`src/rtl/wpc_pkg.sv`:
```
package wpc_pkg;

  // Kind of window move granted in a cycle, in priority order.
  typedef enum logic [1:0] {
    WREQ_IDLE = 2'd0,
    WREQ_TRAP = 2'd1,
    WREQ_DOWN = 2'd2,
    WREQ_UP   = 2'd3
  } wreq_e;

  function automatic wreq_e pick_req(input logic trap_in,
                                     input logic down_in,
                                     input logic up_a,
                                     input logic up_b);
    if (trap_in)          return WREQ_TRAP;
    else if (down_in)     return WREQ_DOWN;
    else if (up_a | up_b) return WREQ_UP;
    else                  return WREQ_IDLE;
  endfunction

endpackage

```
`src/rtl/wpc_wrap_step.sv`:
```
module wpc_wrap_step #(
  parameter int PTR_W = 5,
  parameter int CNT_W = 6
) (
  input  logic [PTR_W-1:0] ptr,
  input  logic [CNT_W-1:0] cnt,
  output logic [PTR_W-1:0] ptr_dn,
  output logic [PTR_W-1:0] ptr_up
);
  localparam int EXT_W = (CNT_W > PTR_W) ? CNT_W : PTR_W;

  logic [EXT_W-1:0] ptr_x;
  logic [EXT_W-1:0] top_x;

  assign ptr_x = EXT_W'(ptr);
  assign top_x = EXT_W'(cnt) - EXT_W'(1);

  // Down: zero (or an out-of-range pointer) wraps to the highest live window.
  always_comb begin
    if (ptr_x == '0 || ptr_x > top_x) ptr_dn = PTR_W'(top_x);
    else                              ptr_dn = ptr - PTR_W'(1);
  end

  // Up: the highest live window (or beyond) wraps to zero.
  always_comb begin
    if (ptr_x >= top_x) ptr_up = '0;
    else                ptr_up = ptr + PTR_W'(1);
  end
endmodule

```
`src/rtl/wpc_mask_pipe.sv`:
```
module wpc_mask_pipe #(
  parameter int NWIN  = 32,
  parameter int DEPTH = 3
) (
  input  logic            clk,
  input  logic            rst_n,
  input  logic            wr_en,
  input  logic [NWIN-1:0] wr_data,
  input  logic [NWIN-1:0] live,
  output logic [NWIN-1:0] mask_q
);
  logic [DEPTH-1:0] stg_vld;
  logic [NWIN-1:0]  stg_dat [DEPTH];

  for (genvar g = 0; g < DEPTH; g++) begin : g_stage
    if (g == 0) begin : g_head
      always_ff @(posedge clk) begin
        if (!rst_n) begin
          stg_vld[0] <= 1'b0;
          stg_dat[0] <= '0;
        end else begin
          stg_vld[0] <= wr_en;
          if (wr_en) stg_dat[0] <= wr_data;
        end
      end
    end else begin : g_body
      always_ff @(posedge clk) begin
        if (!rst_n) begin
          stg_vld[g] <= 1'b0;
          stg_dat[g] <= '0;
        end else begin
          stg_vld[g] <= stg_vld[g-1];
          if (stg_vld[g-1]) stg_dat[g] <= stg_dat[g-1];
        end
      end
    end
  end

  // Commit: windows beyond the count in force are dropped here.
  always_ff @(posedge clk) begin
    if (!rst_n)                mask_q <= '0;
    else if (stg_vld[DEPTH-1]) mask_q <= stg_dat[DEPTH-1] & live;
  end
endmodule

```
`src/rtl/wpc_move_arb.sv`:
```
module wpc_move_arb #(
  parameter int NWIN  = 32,
  parameter int PTR_W = 5
) (
  input  logic             save_req,
  input  logic             restore_req,
  input  logic             rett_req,
  input  logic             trap_enter,
  input  logic [PTR_W-1:0] ptr,
  input  logic [PTR_W-1:0] ptr_dn,
  input  logic [PTR_W-1:0] ptr_up,
  input  logic [NWIN-1:0]  mask,
  output logic [PTR_W-1:0] ptr_nxt,
  output logic             ovf,
  output logic             unf
);
  import wpc_pkg::*;

  wreq_e kind;
  logic  dn_bad;
  logic  up_bad;

  assign kind   = pick_req(trap_enter, save_req, restore_req, rett_req);
  assign dn_bad = mask[ptr_dn];
  assign up_bad = mask[ptr_up];

  always_comb begin
    ptr_nxt = ptr;
    ovf     = 1'b0;
    unf     = 1'b0;
    unique case (kind)
      WREQ_TRAP: ptr_nxt = ptr_dn;
      WREQ_DOWN: begin
        if (dn_bad) ovf     = 1'b1;
        else        ptr_nxt = ptr_dn;
      end
      WREQ_UP: begin
        if (up_bad) unf     = 1'b1;
        else        ptr_nxt = ptr_up;
      end
      default:   ptr_nxt = ptr;
    endcase
  end
endmodule

```
`src/rtl/wpc_ctrl.sv`:
```
module wpc_ctrl #(
  parameter  int NWIN       = 32,
  parameter  int PIPE_DEPTH = 3,
  localparam int PTR_W      = $clog2(NWIN),
  localparam int CNT_W      = $clog2(NWIN + 1)
) (
  input  logic             clk,
  input  logic             rst_n,
  input  logic             save_req,
  input  logic             restore_req,
  input  logic             rett_req,
  input  logic             trap_enter,
  input  logic             mask_wr,
  input  logic [NWIN-1:0]  mask_wdata,
  input  logic [CNT_W-1:0] win_count,
  output logic [PTR_W-1:0] cwp,
  output logic [PTR_W-1:0] next_cwp,
  output logic             ovf_trap,
  output logic             unf_trap,
  output logic [PTR_W-1:0] src_win,
  output logic [PTR_W-1:0] dst_win
);
  localparam logic [CNT_W-1:0] CNT_MIN = CNT_W'(2);
  localparam logic [CNT_W-1:0] CNT_MAX = CNT_W'(NWIN);

  logic [CNT_W-1:0] cnt_eff;
  logic [NWIN-1:0]  live;
  logic [NWIN-1:0]  mask_now;
  logic [PTR_W-1:0] ptr_q;
  logic [PTR_W-1:0] ptr_dn;
  logic [PTR_W-1:0] ptr_up;
  logic [PTR_W-1:0] ptr_nxt;
  logic             ovf;
  logic             unf;

  always_comb begin
    if (win_count < CNT_MIN)      cnt_eff = CNT_MIN;
    else if (win_count > CNT_MAX) cnt_eff = CNT_MAX;
    else                          cnt_eff = win_count;
  end

  for (genvar i = 0; i < NWIN; i++) begin : g_live
    assign live[i] = (CNT_W'(i) < cnt_eff);
  end

  wpc_mask_pipe #(.NWIN(NWIN), .DEPTH(PIPE_DEPTH)) u_mask (
    .clk     (clk),
    .rst_n   (rst_n),
    .wr_en   (mask_wr),
    .wr_data (mask_wdata),
    .live    (live),
    .mask_q  (mask_now)
  );

  wpc_wrap_step #(.PTR_W(PTR_W), .CNT_W(CNT_W)) u_step (
    .ptr    (ptr_q),
    .cnt    (cnt_eff),
    .ptr_dn (ptr_dn),
    .ptr_up (ptr_up)
  );

  wpc_move_arb #(.NWIN(NWIN), .PTR_W(PTR_W)) u_arb (
    .save_req    (save_req),
    .restore_req (restore_req),
    .rett_req    (rett_req),
    .trap_enter  (trap_enter),
    .ptr         (ptr_q),
    .ptr_dn      (ptr_dn),
    .ptr_up      (ptr_up),
    .mask        (mask_now),
    .ptr_nxt     (ptr_nxt),
    .ovf         (ovf),
    .unf         (unf)
  );

  always_ff @(posedge clk) begin
    if (!rst_n) ptr_q <= '0;
    else        ptr_q <= ptr_nxt;
  end

  assign cwp      = ptr_q;
  assign next_cwp = ptr_nxt;
  assign src_win  = ptr_q;
  assign dst_win  = ptr_nxt;
  assign ovf_trap = ovf;
  assign unf_trap = unf;
endmodule

```
`config.mk`:
```
export PLATFORM = sky130hd
export DESIGN_NAME = wpc_ctrl
export DESIGN_NICKNAME = d
export VERILOG_FILES = /design/src/rtl/wpc_pkg.sv /design/src/rtl/wpc_wrap_step.sv /design/src/rtl/wpc_mask_pipe.sv /design/src/rtl/wpc_move_arb.sv /design/src/rtl/wpc_ctrl.sv
export SDC_FILE = /design/constraint.sdc
export NUM_CORES = 1
export LEC_CHECK = 0
export BUFFER_PORTS_ARGS = -buffer_cell sky130_fd_sc_hd__buf_4
export CORE_ASPECT_RATIO = 0.7
export CORE_UTILIZATION = 50
export CTS_BUF_LIST = sky130_fd_sc_hd__clkbuf_8
export DETAILED_ROUTE_END_ITERATION = 10
export GPL_TIMING_DRIVEN = 0
export PLACE_DENSITY = 0.75
export SKIP_LAST_GASP = 1
export SLEW_MARGIN = 20
export SYNTH_ARGS = -nofsm -noshare
export SYNTH_HDL_FRONTEND = slang
export SYNTH_SLANG_ARGS = --single-unit
```
`constraint.sdc`:
```
create_clock -name clk -period 5 [get_ports clk]
set_input_delay 0.25 -clock clk [delete_from_list [all_inputs] [get_ports clk]]
set_output_delay 0.25 -clock clk [all_outputs]
set_load 0.02 [all_outputs]
```
# Yosys cells after proc, flatten, opt, wreduce, memory -nomap -nowiden
# Memory sizes are Yosys's and may differ from the RTL's.
# Index checks and enable logic that the tools add are counted.
dict set report op_classes {
  n_addsub 3
  n_mul 0
  div 0
  n_lt_le_gt_ge 38
  eq_ne 3
  shift 0
  mux 31
  bitwise 5
  n_reduce_logical 2
}
# op n
set op_table {}
lappend op_table {{$lt A5 B6 Y1 const A} 16}
lappend op_table {{$mux W32} 3}
lappend op_table {{$lt A4 B6 Y1 const A} 8}
lappend op_table {{$and A32 B32 Y32} 1}
lappend op_table {{$lt A3 B6 Y1 const A} 4}
lappend op_table {{$mux W5} 4}
lappend op_table {{$mux W1} 16}
lappend op_table {{$pmux W5 S3} 1}
lappend op_table {{$lt A1 B6 Y1 const A} 2}
lappend op_table {{$lt A2 B6 Y1 const A} 2}
lappend op_table {{$lt A5 B6 Y1 const B} 2}
lappend op_table {{$mux W6} 2}
lappend op_table {{$bmux W1 S5} 2}
lappend op_table {{$ge A5 B6 Y1} 1}
lappend op_table {{$gt A5 B6 Y1} 1}
lappend op_table {{$gt A6 B6 Y1 const B} 1}
lappend op_table {{$logic_not A6 Y1} 1}
lappend op_table {{$lt A6 B2 Y1 const B} 1}
lappend op_table {{$mux W2} 3}
lappend op_table {{$sub A6 B1 Y6 const B} 1}
lappend op_table {{$add A5 B1 Y5 const B} 1}
lappend op_table {{$sub A5 B1 Y5 const B} 1}
lappend op_table {{$eq A2 B2 Y1 const B} 2}
lappend op_table {{$or A1 B1 Y1} 4}
lappend op_table {{other kinds (2)} 2}
dict set report word_totals {
  ff_bits 40
  latch_bits 0
  mem_bits_rw 96
  mem_bits_ro 0
  in_bits 45
  out_inout_bits 22
  mem_count 1
}
# memory depth word_bits rd rd_clocked_by_memory_dff wr line
set memory_table {}
lappend memory_table {u_mask.stg_dat 3 32 3 0 3 wpc_mask_pipe.sv:13} ;# logic [NWIN-1:0] stg_dat [DEPTH];

# Longest topological paths before layout
dict set report logic_depth {
  ltp_word 11
  ltp_mapped 22
  depth_no_buf 19
}

# Hierarchy
# From an unflattened synthesis, not the netlist that was laid out.
dict set report hier_totals {
  cells_unflattened 619
  hier_area_um2 7033.0
}
# module instances cells_per_inst area_each_um2 seq_area_each_um2
set by_module_without_submodules {}
lappend by_module_without_submodules {wpc_mask_pipe 1 364 5061.1 3583.4}
lappend by_module_without_submodules {wpc_move_arb 1 114 993.5 0.0}
lappend by_module_without_submodules {wpc_ctrl 1 87 576.8 100.1}
lappend by_module_without_submodules {wpc_wrap_step 1 54 401.6 0.0}

# Worst setup path after synthesis
# No wires, ideal clock.
dict set report synth_path {
  path_kind {input port to output port}
  start {in win_count[5]}
  end {out next_cwp[2]}
  t_arrival_ns 5.147
  t_required_ns 4.750
  path_slack_ns -0.397
  stages 21
  n_path_buf 5
  path_cell_list {clkbuf_1 -> or3b_1 -> buf_6 -> buf_6 -> ha_1 -> inv_1 -> nor3_1 -> o21ai_0 -> inv_1 -> ha_1 -> and3_1 -> and3_1 -> clkbuf_1 -> a21oi_1 -> a222oi_1 -> o311a_1 -> o32a_1 -> nor4_1 -> o21ai_0 -> nand4_1 -> buf_4}
}
dict set report synth_via {
  elab_chain_len 11
}
# element line
set synth_lines {}
lappend synth_lines {{start, declared} wpc_ctrl.sv:15} ;# input logic [CNT_W-1:0] win_count,
lappend synth_lines {{$gt A6 B6 Y1} wpc_ctrl.sv:38} ;# else if (win_count > CNT_MAX) cnt_eff = CNT_MAX;
lappend synth_lines {{$mux W6} wpc_ctrl.sv:38}
lappend synth_lines {{$mux W6 (*)} wpc_ctrl.sv:37} ;# if (win_count < CNT_MIN) cnt_eff = CNT_MIN;
lappend synth_lines {{$sub A6 B1 Y6 (*)} wpc_wrap_step.sv:16} ;# assign top_x = EXT_W'(cnt) - EXT_W'(1);
lappend synth_lines {{$gt A5 B6 Y1} wpc_wrap_step.sv:20} ;# if (ptr_x == '0 || ptr_x > top_x) ptr_dn = PTR_W'(top_x);
lappend synth_lines {{$logic_or A1 B1 Y1} wpc_wrap_step.sv:20}
lappend synth_lines {{$mux W5} wpc_wrap_step.sv:20}
lappend synth_lines {{$bmux W1 S5} wpc_move_arb.sv:24} ;# assign dn_bad = mask[ptr_dn];
lappend synth_lines {{$mux W1 (implied by the code)} wpc_move_arb.sv:24}
lappend synth_lines {{$mux W5} wpc_move_arb.sv:34} ;# if (dn_bad) ovf = 1'b1;
lappend synth_lines {{$pmux W5 S3 (*)} wpc_move_arb.sv:31} ;# unique case (kind)
lappend synth_lines {{end, declared} wpc_ctrl.sv:17} ;# output logic [PTR_W-1:0] next_cwp,
# Every way passes the cells marked *; elsewhere a longest branch is shown, timed or not. The select of a mux whose other input is x is not followed.

# Worst setup path in the final report
dict set report layout_path {
  start {in win_count[1]}
  end {out next_cwp[1]}
}
# The elaborated chain is that of the path after synthesis.

==> results list <==
- Most frequent standard cell in the layout excluding fill and tap cells: and3_1
* Clk Latency, worst-skew pair: 440 ps
- Commonest cells after routing, fill and taps aside: and3_1 (99), edfxtp_1 (96), buf_4 (90), nand2_1 (61), a21oi_1 (43)
- In this run the critical register-to-register path is captured at cwp[1].
- Number of input and output port buffers inserted: 62
* Final cycle utilization of the critical path: 98.01%
* Area of the mapped netlist: 0.007149 mm2
- Dividing the detail-routed via count by the number of cells gives 6.001.
* Number of flops mapped to enable cells by yosys: 96
- Multiplexer fraction of the synthesized cell area: 5.758%
- Most area-hungry cell type in the Yosys netlist: edfxtp_1
- In the global route stage, overall resource usage came out at 27.31%.
* TritonCTS clock tree: yes
* Rel. slew slack: 37.13%
- Once the floorplan was initialized, standard cells occupied 51.37% of the core.
- The wire-length estimate of the detail-placed layout is 14630 um.
* Number of H-tree branching levels: 4
- The max-slew violation total from the final report came to 0.
- Final std cells w/o fill: 990
- Ratio of cells with drive above 1 in the final layout: 26.00%
- Area share of xor/xnor cells in the synthesized design: 1.208%
- Peak ir drop on the vdd network: 0.2334 mV
- Count of max-cap constraint violations: 0
- At the pin with the least slew margin, the transition time is 935.8 ps.
- Row generation in the floorplan step produced 36 rows.
- The worst register-to-register path has a depth of 12.
* Number of top-level design ports: 67
* CTS Buf Count: 17
* Final core utilization: 63.32%
* Placed cell count: 938
- The critical path is of the primary input to output port type.
- Synth Warn #: 0
- Number of global-route vias before repair: 5596
- Largest family of logic cells by synthesized area: simple AND/OR/NAND/NOR gates
- Global routing finished with a remaining overflow of 0.
- Die X-Extent: 144.9 um
- In the final design database the tool counted 843 nets.
- Number of distinct library cell variants in the gate-level netlist after synthesis: 66
- Vias: 5941
- Critical path fanouts, max: 10
* Endpoint, Worst Hold: u_mask.stg_dat[0][18]
* Path class of the lowest-slack min-delay path: primary input to flip-flop
* Adder-cell share of the synthesized area: 1.925%
* Number of storage elements in the synthesis netlist: 136
* Routability congestion estimate from global placement: 0.9451
* Reg-to-reg setup timing slack: 1170 ps
* Share of the synthesized area in compound gates (AO/OA/AOI/OAI): 13.65%
* Initial antenna violation count: 0
- Cell area reported after detailed placement: 0.007899 mm2
- For this design, the sink count on the clock tree is 136.
- In this run the clock root is driven by a clkbuf_8.
* Core box area: 0.01392 mm2
* Setup violators final: 0
- Summing all multi-input logic gate instances after layout gives 0.003400 mm2.
- Based on the critical path, the design can be clocked at up to 204.1 MHz.
- The worst setup path is launched from a primary input.
- The sequential cells in the finished layout cover a total of 0.003684 mm2.
* Number of hold buffers added after cts: 0
* Summed area of non-filler cells in the final layout: 0.008813 mm2
- Result of the run: finished clean
- 0 antenna diodes ended up in the layout.
- Dominant register cell in the synthesized netlist: edfxtp_1
- DRC violation count after routing: 0
- Entering global routing, the biggest net connects 33 pins.
- Async set-reset flop share out of synthesis: 0%
* Sort of element at the end of the critical path: output port
- First-pass GRT wire length: 30490 um
- Each instance of the synthesized netlist takes up on average 10.42 um2.
- The smallest clock period supported by the final layout is computed as 4900 ps.
- Data on the critical path arrives at its endpoint at 4650 ps.
- For this block, the routed nets add up to 19670 um of wire.
- Fraction of the mapped netlist area in simple logic gates: 20.72%
- Post-synthesis sequential area ratio: 51.52%
- Routed length per placed instance: 19.87 um
- Counting instances, the worst hold path has a depth of 2.
- Data on the critical path is required at its endpoint by 4750 ps.
* Hold violation total from the final report: 0
- Share of Yosys cell area claimed by the top area cell type: 40.32%
* Synthesized instance count: 686
- The startpoint identified for the worst register-to-register timing path is cwp[0].
* Pre-antenna DRT Iters: 6
- Adding up every negative setup slack in the final design gives 0 ps.
- Static power due to leakage: 3.665 nW
- Sorting the synthesized cells by area gives the leading types as edfxtp_1 (40%), dfxtp_1 (11%), and3_1 (8.8%).
* Reg clk slew, reported paths: 100 ps
* Worst Clk Skew: 12.51 ps
* Power density over the cells: 498.8 mW/mm2
- Die Area: 0.01479 mm2
* ANT nets after route: 0
- The detailed router finished its first iteration with 521 violations.
* Startpoint of the lowest-slack hold path: mask_wdata[18]
- The area growth from synthesis to layout is 23.28%.
* Number of buffers between clock root and the deepest sink: 2
- Number of fill cells in the layout: 1112
* Die height: 102.0 um
- Synthesis produced a netlist with a net count of 742.
[cells in the mapped netlist, drive strengths merged (3+ instances only)]
master	instances
a211oi	9
a21oi	46
a22oi	4
a31oi	4
a32oi	3
a41oi	3
and2	9
and3	101
buf	20
clkbuf	40
dfxtp	40
edfxtp	96
ha	11
inv	18
mux2	8
mux2i	13
mux4	8
nand2	64
nand2b	8
nand3	25
nand4	7
nor2	34
nor2b	4
nor3	8
nor4	4
o2111ai	3
o211ai	8
o21a	4
o21ai	30
o22ai	3
o2bb2ai	5
o311ai	3
or3	4
or3b	3
xnor2	8
[report_power, final]
group / internal (mW) / leakage [nW] / switching, mW
Combinational: 0.882 / 2.07 / 1.22
Sequential: 1.27 / 1.37 / 0.0428
Clock: 0.475 / 0.220 / 0.509
[state kept, by name, indices dropped and copies added (netlist names)]
register        flops
cwp                 5
u_mask.stg_dat     96
u_mask.stg_vld      3
u_mask.mask_q      32
[critical path, cell delays in order]
cell,delay [ps]
buf_8,120
nor4_2,280
or3b_1,170
buf_6,130
buf_12,110
ha_4,180
inv_6,50
nor3_4,190
o21ai_2,100
inv_2,130
ha_4,230
and3_4,160
a211oi_4,340
buf_4,180
a21o_4,190
a221oi_4,100
o311a_1,130
o32a_1,390
or4_4,500
a211oi_4,280
nand2_1,100
buf_4,140
buf_4,140
[routing by layer]
metal  vias to the layer above  global-route usage [%]  wire length [um]
met5                         -                   2.188                 0
met4                         0                   10.72               430
met3                        30                   6.027              1373
met2                       217                   43.08              8866
met1                      2898                   36.94              9004
li1                       2796                       -                 -
[cells by family after synthesis]
group / after synthesis
buf+inv: 78
mux: 29
fa+ha+maj: 11
simple gates: 278
flops: 136
compound gates: 145
xor+xnor: 9
[how the worst max path moves through the flow]
| stage | slack (ps) | cells past startpoint | end | startpoint |
|---|---|---|---|---|
| 2_1_floorplan | 10 | 19 | next_cwp[3] | win_count[5] |
| 3_3_place_gp | -1050 | 21 | next_cwp[3] | win_count[5] |
| 3_5_place_dp | -1050 | 22 | next_cwp[3] | win_count[1] |
| 4_1_cts | 7 | 22 | next_cwp[3] | win_count[5] |
| 5_1_grt | -30 | 23 | next_cwp[1] | win_count[1] |
| 6_report | 100 | 23 | next_cwp[1] | win_count[1] |
[stage by stage]
step                      setup slack (ps)  hold slack, ps  power [mW]
after floorplan                      12.77           446.0       2.560
after global placement               -1045           466.8       3.106
after detailed placement             -1048           473.0       3.116
after CTS                            6.883           84.52       4.233
after global routing                -33.48           91.57       4.619
final                                99.52           115.7       4.397
[what timing repair did]
action                                  4_1_cts  5_1_grt
cloned                                        0        0
pin swaps                                     9       16
resized for setup                            31       45
setup buffers                                 8       13
endpoints found under the setup margin       17       10
[layout make-up]
class / instances / share of cell area [%]
flip-flops and latches: 136 / 41.79
multi-input cells: 472 / 38.57
repair buffers: 82 / 7.311
plain buffers: 60 / 3.861
well taps: 190 / 2.697
clock buffers: 17 / 2.655
clock inverters: 15 / 2.286
inverters: 18 / 0.8234
No activity file was read; power rests on OpenSTA's default activity.
